$ cat src/rtl/pulse_guard_pkg.sv
package pulse_guard_pkg;
  typedef enum logic [2:0] {
    CMD_IDLE  = 3'd0,
    CMD_READ  = 3'd1,
    CMD_WEN   = 3'd2,
    CMD_WDS   = 3'd3,
    CMD_WRITE = 3'd4,
    CMD_ERASE = 3'd5,
    CMD_ERAL  = 3'd6,
    CMD_WRAL  = 3'd7
  } cmd_e;

  function automatic logic cmd_modifies(input cmd_e c);
    return c[2];
  endfunction
endpackage

$ cat src/rtl/pulse_guard_counter.sv
module pulse_guard_counter #(
  parameter int CNT_W = 5
) (
  input  logic             clk,
  input  logic             rst_n,
  input  logic             cs,
  input  logic             start_det,
  input  logic             edge_stb,
  output logic             armed,
  output logic [CNT_W-1:0] cnt
);
  localparam logic [CNT_W-1:0] CNT_MAX = {CNT_W{1'b1}};
  localparam logic [CNT_W-1:0] CNT_ONE = CNT_W'(1);

  always_ff @(posedge clk or negedge rst_n) begin
    if (!rst_n) begin
      armed <= 1'b0;
      cnt   <= '0;
    end else if (!cs) begin
      armed <= 1'b0;
      cnt   <= '0;
    end else if (start_det) begin
      armed <= 1'b1;
      cnt   <= CNT_ONE;
    end else if (armed && edge_stb && (cnt != CNT_MAX)) begin
      cnt <= cnt + CNT_ONE;
    end
  end

  AST_CLEAR_DESEL: assert property (@(posedge clk) disable iff (!rst_n)
    !cs |=> (cnt == '0) && !armed);
  AST_START_LOADS: assert property (@(posedge clk) disable iff (!rst_n)
    (cs && start_det) |=> (cnt == CNT_ONE) && armed);
  AST_NO_WRAP: assert property (@(posedge clk) disable iff (!rst_n)
    (cs && !start_det && cnt == CNT_MAX) |=> cnt == CNT_MAX);
  AST_IDLE_HOLD: assert property (@(posedge clk) disable iff (!rst_n)
    (cs && !start_det && !edge_stb) |=> $stable(cnt));
endmodule

$ cat src/rtl/pulse_guard_len.sv
module pulse_guard_len
  import pulse_guard_pkg::*;
#(
  parameter int ADDR_W = 8,
  parameter int DATA_B = 8,
  parameter int CNT_W  = 5
) (
  input  cmd_e             cmd,
  input  logic             org_word,
  output logic             modifies,
  output logic [CNT_W-1:0] exp_len
);
  localparam int HDR = 3;
  localparam logic [CNT_W-1:0] LEN_ER_W = CNT_W'(HDR + ADDR_W);
  localparam logic [CNT_W-1:0] LEN_ER_B = CNT_W'(HDR + ADDR_W + 1);
  localparam logic [CNT_W-1:0] LEN_WR_W = CNT_W'(HDR + ADDR_W + 2 * DATA_B);
  localparam logic [CNT_W-1:0] LEN_WR_B = CNT_W'(HDR + ADDR_W + 1 + DATA_B);

  always_comb begin
    modifies = cmd_modifies(cmd);
    unique case (cmd)
      CMD_WRITE, CMD_WRAL: exp_len = org_word ? LEN_WR_W : LEN_WR_B;
      CMD_ERASE, CMD_ERAL: exp_len = org_word ? LEN_ER_W : LEN_ER_B;
      default:             exp_len = '0;
    endcase
  end
endmodule

$ cat src/rtl/pulse_guard_verdict.sv
module pulse_guard_verdict #(
  parameter int CNT_W = 5
) (
  input  logic             clk,
  input  logic             rst_n,
  input  logic             cs,
  input  logic             armed,
  input  logic [CNT_W-1:0] cnt,
  input  logic             modifies,
  input  logic [CNT_W-1:0] exp_len,
  output logic             verdict_vld,
  output logic             abort
);
  logic cs_d;
  logic cs_fall;

  assign cs_fall = cs_d & ~cs;

  always_ff @(posedge clk or negedge rst_n) begin
    if (!rst_n) begin
      cs_d        <= 1'b0;
      verdict_vld <= 1'b0;
      abort       <= 1'b0;
    end else begin
      cs_d        <= cs;
      verdict_vld <= cs_fall & armed;
      if (cs_fall && armed) abort <= modifies && (cnt != exp_len);
    end
  end

  AST_VLD_ON_FALL: assert property (@(posedge clk) disable iff (!rst_n)
    verdict_vld |-> !$past(cs));
  AST_VLD_ONE_CYCLE: assert property (@(posedge clk) disable iff (!rst_n)
    verdict_vld |=> !verdict_vld);
  AST_READ_PASSES: assert property (@(posedge clk) disable iff (!rst_n)
    (cs_fall && armed && !modifies) |=> !abort);
  AST_ABORT_HOLDS: assert property (@(posedge clk) disable iff (!rst_n)
    !(cs_fall && armed) |=> $stable(abort));
endmodule

$ cat src/rtl/pulse_guard.sv
module pulse_guard
  import pulse_guard_pkg::*;
#(
  parameter int ADDR_W = 8,
  parameter int DATA_B = 8
) (
  input  logic       clk,
  input  logic       rst_n,
  input  logic       cs,
  input  logic       start_det,
  input  logic       edge_stb,
  input  logic [2:0] cmd_code,
  input  logic       org_word,
  output logic       verdict_vld,
  output logic       abort
);
  localparam int MAX_LEN = 3 + ADDR_W + 2 * DATA_B;
  localparam int CNT_W   = $clog2(MAX_LEN + 2);

  logic             armed;
  logic [CNT_W-1:0] cnt;
  logic             modifies;
  logic [CNT_W-1:0] exp_len;

  pulse_guard_counter #(.CNT_W(CNT_W)) u_cnt (
    .clk(clk), .rst_n(rst_n), .cs(cs), .start_det(start_det),
    .edge_stb(edge_stb), .armed(armed), .cnt(cnt)
  );

  pulse_guard_len #(.ADDR_W(ADDR_W), .DATA_B(DATA_B), .CNT_W(CNT_W)) u_len (
    .cmd(cmd_e'(cmd_code)), .org_word(org_word),
    .modifies(modifies), .exp_len(exp_len)
  );

  pulse_guard_verdict #(.CNT_W(CNT_W)) u_vrd (
    .clk(clk), .rst_n(rst_n), .cs(cs), .armed(armed), .cnt(cnt),
    .modifies(modifies), .exp_len(exp_len),
    .verdict_vld(verdict_vld), .abort(abort)
  );

  AST_ABORT_MOD_ONLY: assert property (@(posedge clk) disable iff (!rst_n)
    (verdict_vld && !$past(cmd_code[2])) |-> !abort);
endmodule

$ cat config.mk
export PLATFORM = sky130hd
export DESIGN_NAME = pulse_guard
export DESIGN_NICKNAME = d
export VERILOG_FILES = /design/src/rtl/pulse_guard_pkg.sv /design/src/rtl/pulse_guard_counter.sv /design/src/rtl/pulse_guard_len.sv /design/src/rtl/pulse_guard_verdict.sv /design/src/rtl/pulse_guard.sv
export SDC_FILE = /design/constraint.sdc
export NUM_CORES = 1
export LEC_CHECK = 0
export ABC_AREA = 1
export BUFFER_PORTS_ARGS = -buffer_cell sky130_fd_sc_hd__buf_4
export CORE_AREA = 5 5 42 44
export CTS_BUF_LIST = sky130_fd_sc_hd__clkbuf_4 sky130_fd_sc_hd__clkbuf_8
export DETAILED_ROUTE_END_ITERATION = 6
export DIE_AREA = 0 0 47 49
export PLACE_DENSITY_LB_ADDON = 0.08
export SYNTH_ARGS = -nofsm -noshare
export SYNTH_HDL_FRONTEND = slang
export SYNTH_SLANG_ARGS = --single-unit
export TNS_END_PERCENT = 50
$ cat constraint.sdc
create_clock -name clk -period 2.61 [get_ports clk]
set_input_delay 0.1305 -clock clk [delete_from_list [all_inputs] [get_ports clk]]
set_output_delay 0.1305 -clock clk [all_outputs]
set_load 0.005 [all_outputs]
==> metrics.csv <==
stage;metric;value;unit
clocking;CTS tree;done;
die;Horiz. Die Dim;47;um
clocking;Clk Latency, worst-skew pair;260;ps
setup_path;Data required, critical path;2740;ps
grt;first-pass GRT wire length;1890;um
setup_path;worst r2r dst;u_cnt.cnt[0];
clocking;total CTS buffers;3;
synthesis;Mean Syn Cell Area;7.937;um^2
grt;gr ovfl total;0;
grt;initial antenna violation count;0;
timing;Worst slew margin;0.8491;
synthesis;Commonest cells post-synth;inv_1, nand2_1, dfrtp_1;
synthesis;Netlist cell types;18;
clocking;root buf cell;clkbuf_4;
min_path;Hold Path End;u_cnt.armed;
clocking;CTS Hold Bufs;2;
setup_path;CP Cell Sequence;ha_1 > inv_1 > nor3_1 > ha_1 > nand3b_4 > nand2_1 > o211ai_1 > o21ai_0;
synthesis;Ys Warns;0;
die;Initial Utilization;0.3625;
timing;Worst Max-Slew Pin Slew;223.9;ps
setup_path;Crit path largest cell delay;430;ps
layout;Area Growth Syn to Fin;28.57;%
synthesis;cell area after synthesis;508.0;um^2
setup_path;R2R cell count;8;
setup_path;R2R setup slack;1000;ps
clocking;Post-CTS Setup Bufs;0;
setup_path;Slowest cell on crit path;dfrtp_1;
pwr;Lkg Pwr;0.0003362;uW
routing;Via Count;452;
layout;Final nets;92;
die;Core Box Area;0.001401;mm^2
setup_path;crit path kind;reg -> reg;
grt;GRT Util Overall;0.1156;
min_path;Hold Path Depth;3;
timing;Max Transition Viols Final;0;
setup_path;CP Launch Type;flip-flop;
clocking;CTS sink cnt;9;
synthesis;Syn Nets;75;
grt;vias in the first global route;448;
routing;post-route ant nets;0;
pwr;maximum VDD drop;247.2;uV
timing;TNS Setup;0;ps
setup_path;crit path capture type;flip-flop;
synthesis;main area contributors after synthesis;dfrtp_1, inv_1, nand2_1;
routing;vias per cell;4.708;
min_path;hold crit path type;in -> reg;
timing;final period utilization;0.6172;
synthesis;register area share after synthesis;0.4433;
synthesis;Post-synth EDFFs;0;
timing;skew final;3.158;ps
die;# IOs;11;
timing;final setup fails;0;
clocking;clk slew on worst S/H paths;60;ps
placed_design;Final GP Congestion;0.7601;
clocking;Clock Tree Buf Depth;2;
timing;RSZ-0062 raised after global routing;false;
synthesis;Async S/R FF share, synth;1.000;
routing;DRT Pass-1 Iters;2;
die;# rows;14;
synthesis;Top FF cell, synth;dfrtp_1;
min_path;critical hold path startpoint;start_det;
layout;fillcell total;149;
pwr;Tot Pwr;313.1;uW
grt;largest net degree at the start of global routing;10;
status;status;completed;
placed_design;DP HPWL;873.2;um
setup_path;crit path DAT;1740;ps
placed_design;port buffer count;10;
synthesis;post-synthesis cell count;64;
synthesis;Synth top area share;0.4433;
timing;Max Fclk;620.8;MHz
setup_path;crit-path max FO;6;
synthesis;#FFs+latches synth;9;
synthesis;most area-hungry cell type in the Yosys netlist;dfrtp_1;
die;die area;0.002303;mm^2
routing;Detailed Route Iter0 Violations;7;
setup_path;crit-path most repeated cell;ha_1;
job;MaxCap Viol Count;0;
die;Die Ht;49;um
layout;Antenna Cells;0;
timing;final hold vios;0;
pwr;cell area power density;479.3;mW/mm^2
timing;Tmin final;1611;ps
clocking;CTS resizes;0;
routing;final WL;1055;um
setup_path;reg2reg start;u_cnt.cnt[1];
clocking;Clock H-tree levels;1;
routing;DRC viols;0;
routing;drt wl/cell;10.99;um
layout;layout cells sized above 1;0.2250;
[power by group]
group | internal [uW] | switching (uW)
sequential | 147 | 5.45
combinational | 23.2 | 22.0
clock | 69.2 | 46.4
total | 239 | 73.9
[stage by stage]
stage / hold slack (ps) / instances / worst slack (ps) / area (um^2) / utilization
after floorplan: -165.1 / 64 / 1186 / 508.0 / -
after global placement: -38.17 / 90 / 1063 / 603.1 / 0.4304
after detailed placement: -36.04 / 90 / 1013 / 603.1 / 0.4304
after CTS: 132.2 / 96 / 1001 / 653.1 / 0.4661
after global routing: 162.2 / 96 / 777.1 / 653.1 / 0.4661
final: 140.0 / 96 / 999.1 / 653.1 / 0.4661
[cell usage in the layout (no fill, tap or decap)]
| master | count |
|---|---|
| nand3b_4 | 1 |
| nor2_1 | 7 |
| nand2_1 | 12 |
| a21oi_1 | 1 |
| o21ai_0 | 2 |
| nand3_1 | 4 |
| xnor2_1 | 1 |
| inv_2 | 2 |
| inv_1 | 12 |
| ha_1 | 2 |
| dlygate4sd3_1 | 2 |
| nor2_4 | 1 |
| buf_4 | 10 |
| o211ai_1 | 1 |
| nor3_1 | 4 |
| or2_1 | 1 |
| o21ai_1 | 1 |
| clkbuf_4 | 4 |
| o22ai_1 | 2 |
| nor3b_1 | 1 |
| dfrtp_1 | 9 |
[area by class of cell]
| type | count | area (um^2) | area share |
|---|---|---|---|
| multi-input cells | 41 | 230.2 | 0.3525 |
| flip-flops and latches | 9 | 225.2 | 0.3448 |
| repair buffers | 12 | 95.09 | 0.1456 |
| inverters | 14 | 52.55 | 0.08046 |
| clock buffers | 4 | 30.03 | 0.04598 |
| well taps | 16 | 20.02 | 0.03065 |
[critical path, delay by kind of cell, from the launching register on]
kind            cells  cell delay [ps]
simple gates        3              450
flops               1              430
fa+ha+maj           2              340
compound gates      2              200
buf+inv             1               60
[registers in the layout, summed over array words and instances, names as in the netlist]
signal and cells:
u_vrd.cs_d 1, u_vrd.verdict_vld 1, u_cnt.armed 1, u_vrd.abort 1
u_cnt.cnt 5
[layer usage]
layer	GRT usage	wire, um	up-vias	share of wire
li1	-	-	235	-
met1	0.1438	437	203	0.41
met2	0.1765	535	10	0.51
met3	0.03321	58	4	0.055
met4	0.05530	25	0	0.024
met5	0	0	-	0
[worst max-delay path by stage]
stage,from,to,slack (ps),depth (start not counted)
CTS,u_cnt.cnt[1],u_cnt.cnt[0],1000,8
detailed placement,u_cnt.cnt[1],u_cnt.cnt[0],1010,8
global placement,u_cnt.cnt[1],u_cnt.cnt[0],1060,8
global route,u_cnt.cnt[1],u_cnt.cnt[0],780,8
floorplan,u_cnt.cnt[0],u_cnt.cnt[4],1190,7
finish,u_cnt.cnt[1],u_cnt.cnt[0],1000,8
[cells by family (layout without fill, tap and decap cells)]
family | count (synthesis) | count (layout) | share of synthesized area
simple gates | 31 | 31 | 0.3079
buf+inv | 14 | 30 | 0.1034
flops | 9 | 9 | 0.4434
compound gates | 7 | 7 | 0.07880
fa+ha+maj | 2 | 2 | 0.04925
xor+xnor | 1 | 1 | 0.01724
Note: power is estimated with default switching activity, not from simulation.
